--- config.mk ---
export PLATFORM = sky130hd
export DESIGN_NAME = i2s_slave_start_sync
export DESIGN_NICKNAME = d
export VERILOG_FILES = /design/src/rtl/i2s_start_pkg.sv /design/src/rtl/i2s_mode_latch.sv /design/src/rtl/i2s_ws_sampler.sv /design/src/rtl/i2s_start_qual.sv /design/src/rtl/i2s_start_ctrl.sv /design/src/rtl/i2s_slave_start_sync.sv
export SDC_FILE = /design/constraint.sdc
export NUM_CORES = 1
export LEC_CHECK = 0
export BUFFER_PORTS_ARGS = -buffer_cell sky130_fd_sc_hd__buf_2
export CORE_AREA = 2 2 39 41
export CTS_CLUSTER_DIAMETER = 30
export DETAILED_ROUTE_END_ITERATION = 6
export DIE_AREA = 0 0 41 43
export PLACE_DENSITY = 0.32
export SYNTH_ARGS = -nofsm -noshare
export SYNTH_HDL_FRONTEND = slang
export SYNTH_SLANG_ARGS = --single-unit
--- constraint.sdc ---
create_clock -name clk -period 1.52 [get_ports clk]
set_input_delay 0.152 -clock clk [delete_from_list [all_inputs] [get_ports clk]]
set_output_delay 0.152 -clock clk [all_outputs]
set_load 0.01 [all_outputs]
--- src/rtl/i2s_start_pkg.sv ---
package i2s_start_pkg;
  localparam int unsigned DEF_STD_W = 2;

  typedef enum logic {
    ST_WAIT = 1'b0,
    ST_RUN  = 1'b1
  } start_state_e;
endpackage

--- src/rtl/i2s_mode_latch.sv ---
module i2s_mode_latch (
  input  logic clk,
  input  logic rst_n,
  input  logic enable,
  input  logic mode_in,
  output logic mode_q
);
  // Captures the mode bit only while the port is disabled.
  always_ff @(posedge clk or negedge rst_n) begin
    if (!rst_n) mode_q <= 1'b0;
    else if (!enable) mode_q <= mode_in;
  end
endmodule

--- src/rtl/i2s_ws_sampler.sv ---
module i2s_ws_sampler (
  input  logic clk,
  input  logic rst_n,
  input  logic armed,
  input  logic ws,
  output logic ws_prev,
  output logic prev_vld
);
  // Holds the previous enabled WS sample; cleared whenever disarmed.
  always_ff @(posedge clk or negedge rst_n) begin
    if (!rst_n) begin
      ws_prev  <= 1'b0;
      prev_vld <= 1'b0;
    end else if (!armed) begin
      ws_prev  <= 1'b0;
      prev_vld <= 1'b0;
    end else begin
      ws_prev  <= ws;
      prev_vld <= 1'b1;
    end
  end
endmodule

--- src/rtl/i2s_start_qual.sv ---
module i2s_start_qual (
  input  logic ws,
  input  logic ws_prev,
  input  logic prev_vld,
  input  logic level_policy,
  input  logic philips,
  output logic hit
);
  logic target_lvl;
  logic level_hit;
  logic edge_hit;

  always_comb begin
    target_lvl = ~philips;
    level_hit  = (ws == target_lvl);
    edge_hit   = prev_vld && (ws_prev != target_lvl) && level_hit;
    hit        = level_policy ? level_hit : edge_hit;
  end
endmodule

--- src/rtl/i2s_start_ctrl.sv ---
module i2s_start_ctrl
  import i2s_start_pkg::*;
(
  input  logic clk,
  input  logic rst_n,
  input  logic armed,
  input  logic hit,
  output logic running,
  output logic start_pulse
);
  start_state_e state_q, state_d;
  logic         pulse_d;

  always_comb begin
    state_d = state_q;
    pulse_d = 1'b0;
    if (!armed) begin
      state_d = ST_WAIT;
    end else if (state_q == ST_WAIT && hit) begin
      state_d = ST_RUN;
      pulse_d = 1'b1;
    end
  end

  always_ff @(posedge clk or negedge rst_n) begin
    if (!rst_n) begin
      state_q     <= ST_WAIT;
      start_pulse <= 1'b0;
    end else begin
      state_q     <= state_d;
      start_pulse <= pulse_d;
    end
  end

  assign running = (state_q == ST_RUN);
endmodule

--- src/rtl/i2s_slave_start_sync.sv ---
module i2s_slave_start_sync
  import i2s_start_pkg::*;
#(
  parameter int unsigned          STD_W        = DEF_STD_W,
  parameter logic [STD_W-1:0]     PHILIPS_CODE = '0
) (
  input  logic             clk,
  input  logic             rst_n,
  input  logic             enable,
  input  logic             slave_sel,
  input  logic             i2s_mode,
  input  logic             async_start_en,
  input  logic [STD_W-1:0] std_sel,
  input  logic             ws,
  output logic             start_pulse,
  output logic             running
);
  logic mode_q;
  logic armed;
  logic philips;
  logic ws_prev;
  logic prev_vld;
  logic hit;

  i2s_mode_latch u_mode (
    .clk     (clk),
    .rst_n   (rst_n),
    .enable  (enable),
    .mode_in (i2s_mode),
    .mode_q  (mode_q)
  );

  assign armed   = enable && slave_sel && mode_q;
  assign philips = (std_sel == PHILIPS_CODE);

  i2s_ws_sampler u_samp (
    .clk      (clk),
    .rst_n    (rst_n),
    .armed    (armed),
    .ws       (ws),
    .ws_prev  (ws_prev),
    .prev_vld (prev_vld)
  );

  i2s_start_qual u_qual (
    .ws           (ws),
    .ws_prev      (ws_prev),
    .prev_vld     (prev_vld),
    .level_policy (async_start_en),
    .philips      (philips),
    .hit          (hit)
  );

  i2s_start_ctrl u_ctrl (
    .clk         (clk),
    .rst_n       (rst_n),
    .armed       (armed),
    .hit         (hit),
    .running     (running),
    .start_pulse (start_pulse)
  );
endmodule

==> run summary <==
status: finished, final reports clean
clock slew at reported path FFs: 0.05 ns
IO buf count: 10
R2R Path End: u_ctrl.start_pulse
ratio of cells with drive above 1 in the final layout: 45.5%
Worst Hold Path EP: u_mode.mode_q
num rows: 14
WL/cell: 8.80 um
DP Cell Count: 44
Hold Path Depth: 2
syn_nets: 27
Die Wd: 41 um
Critical Path Start Type: flop
Core Region: 1380 um^2
synthesized flop and latch total: 5
TNS Setup: 0 ns
post-place setup slack: 0.279 ns
vias in the first global route: 196
worst reg2reg path startpoint: u_samp.ws_prev
initial antenna violation count: 0
Final Non-Filler Cells: 49
top_reg_cell synth: dfrtp_1
Clk Latency, worst-skew pair: 0.24 ns
HP Class: input port to flop
setup violators final: 0
cells after synthesis: 18
vias: 181
Post-route DRC: 0
DR pass1 iterations: 1
critical path's largest stage delay: 0.43 ns
peak supply drop: 0.000304 V
slew at the pin closest to its max-slew limit: 0.214 ns
Final WS setup: 0.324 ns
critical path type: flop to flop
final hold vios: 0
sequential share of the synthesized area: 59.9%
CTS sink count: 5
starting density of the core: 15.1%
Synth area leader: dfrtp_1
Slowest cell on crit path: or4b_1
Req. time, crit path: 1.67 ns
maximum fanout along the worst path: 2
P&R area growth vs syn: 50.9%
Post-CTS Setup Inserts: 0
Syn Area/Cell: 11.6 um^2
Worst path top cell family by delay: simple AND/OR/NAND/NOR gates
final core utilization: 22.8%
largest net degree at the start of global routing: 6
DR iter-0 viols: 0
most common cell in the synthesized netlist: dfrtp_1
Via density: 3.69
Final Max Tran Viols: 0
Crit path arrival time: 1.35 ns
routed wire length: 431 um
first-pass GRT wire length: 696 um
CTS tree: yes
Ys Warns: 0
HPWL Detailed: 351 um
Peak Freq: 836 MHz
WP buf/inv: 0
Power Dens Cells: 1050 nW/um^2
post-synth design cell area: 209 um^2
grt total ovfl: 0
diode count: 0
r2r setup slk: 0.32 ns
Max Buffers Root-to-Sink: 2
RSZ-0062 raised after global routing: false
Max Clock Skew: 0.00378 ns
nets: 43
fin crit period: 1.20 ns
Max-Cap Viols: 0
fin crit share: 78.7%
Synth top cells by count: 5 x dfrtp_1, 2 x inv_1
gr usage total: 6.56%
Post-synth ARST share: 100%
H-Tree Depth: 1
slew margin rel.: 85.7%
critical path cell sequence: or4b_1 -> o21ai_1 -> a22oi_1 -> nor3_1
LEAKAGE: 0.165 nW
DRT antenna net count: 0
HP Start: i2s_mode
Die Area: 1760 um^2
die span in y: 43 um
CTS buffer count: 3
post-synth top area share: 59.9%
CTS root buf: clkbuf_4
routability cong.: 0.641
# fillers: 157
Crit. End Element: flop
largest cells by area after synthesis: dfrtp_1 60%, mux2_2 5.4%, or4b_1 4.8%
Synth cell types: 13
Boundary Pins: 11
reg2reg path depth: 4
Post-synth EDFFs: 0
-- layout by cell type (no fill, tap or decap), drive strengths merged, types with 2 or more instances in the layout --
cell type / n
buf: 10
clkbuf: 4
dfrtp: 5
inv: 2
-- how the worst max path moves through the flow --
stage / cells after the start / startpoint / slack (ns) / endpoint
2_1_floorplan: 4 / u_samp.ws_prev / 0.41 / u_ctrl.running
3_3_place_gp: 5 / ws / 0.31 / u_ctrl.running
3_5_place_dp: 5 / ws / 0.28 / u_ctrl.start_pulse
4_1_cts: 4 / u_samp.ws_prev / 0.31 / u_ctrl.start_pulse
5_1_grt: 4 / u_samp.ws_prev / 0.24 / u_ctrl.start_pulse
6_report: 4 / u_samp.ws_prev / 0.32 / u_ctrl.start_pulse
-- logic make-up (layout without fill, tap and decap cells) --
kind of cell,after synthesis,after routing,synth area share [%]
multiplexers,1,1,5.39
AND/OR/NAND/NOR,6,6,18.6
AO/OA/AOI/OAI,3,3,8.38
XOR/XNOR,1,1,4.19
flip-flops,5,5,59.9
buffers and inverters,2,17,3.59
-- stage by stage --
| stage | total power [W] | area [um^2] | hold slack [ns] |
|---|---|---|---|
| 6_report | 0.000330 | 315 | 0.145 |
| 5_1_grt | 0.000349 | 315 | 0.158 |
| 4_1_cts | 0.000338 | 315 | 0.142 |
| 3_5_place_dp | 0.000177 | 279 | -0.0230 |
| 3_3_place_gp | 0.000175 | 279 | -0.0285 |
| 2_1_floorplan | 0.000158 | 209 | -0.144 |
-- cell type report --
class	instances	area, um^2	share of cell area [%]
Clock buffer	4	26.3	8.33
Inverter	2	7.51	2.38
Multi-Input combinational cell	11	76.3	24.2
Sequential cell	5	125	39.7
Tap cell	16	20.0	6.35
Timing Repair Buffer	11	60.1	19.0
-- registers in the layout (all words and copies together) (netlist names) --
register,flops
u_mode.mode_q,1
u_ctrl.running,1
u_samp.ws_prev,1
u_ctrl.start_pulse,1
u_samp.prev_vld,1
-- report_power, final --
part | total [W] | switching, W | internal, W | leakage (nW)
registers | 0.000142 | 0.00000240 | 0.000140 | 0.0665
logic | 0.0000338 | 0.0000156 | 0.0000182 | 0.0837
clock network | 0.000154 | 0.0000552 | 0.0000993 | 0.0150
total | 0.000330 | 0.0000731 | 0.000257 | 0.165
-- what timing repair did --
| item | 4_1_cts | 5_1_grt |
|---|---|---|
| endpoints found under the setup margin | 0 | 0 |
| hold buffers | 1 | 0 |
| resized for setup | 0 | 0 |
| hold endpoints to repair | 5 | 0 |
-- layer usage --
metal | wire length (um) | global-route usage, % | vias up
met5 | 0 | 0 | -
met1 | 174 | 5.88 | 83
met2 | 212 | 9.06 | 8
met3 | 44 | 3.14 | 0
met4 | 0 | 8.00 | 0
li1 | - | - | 90
(Power assumes the default switching activity.)
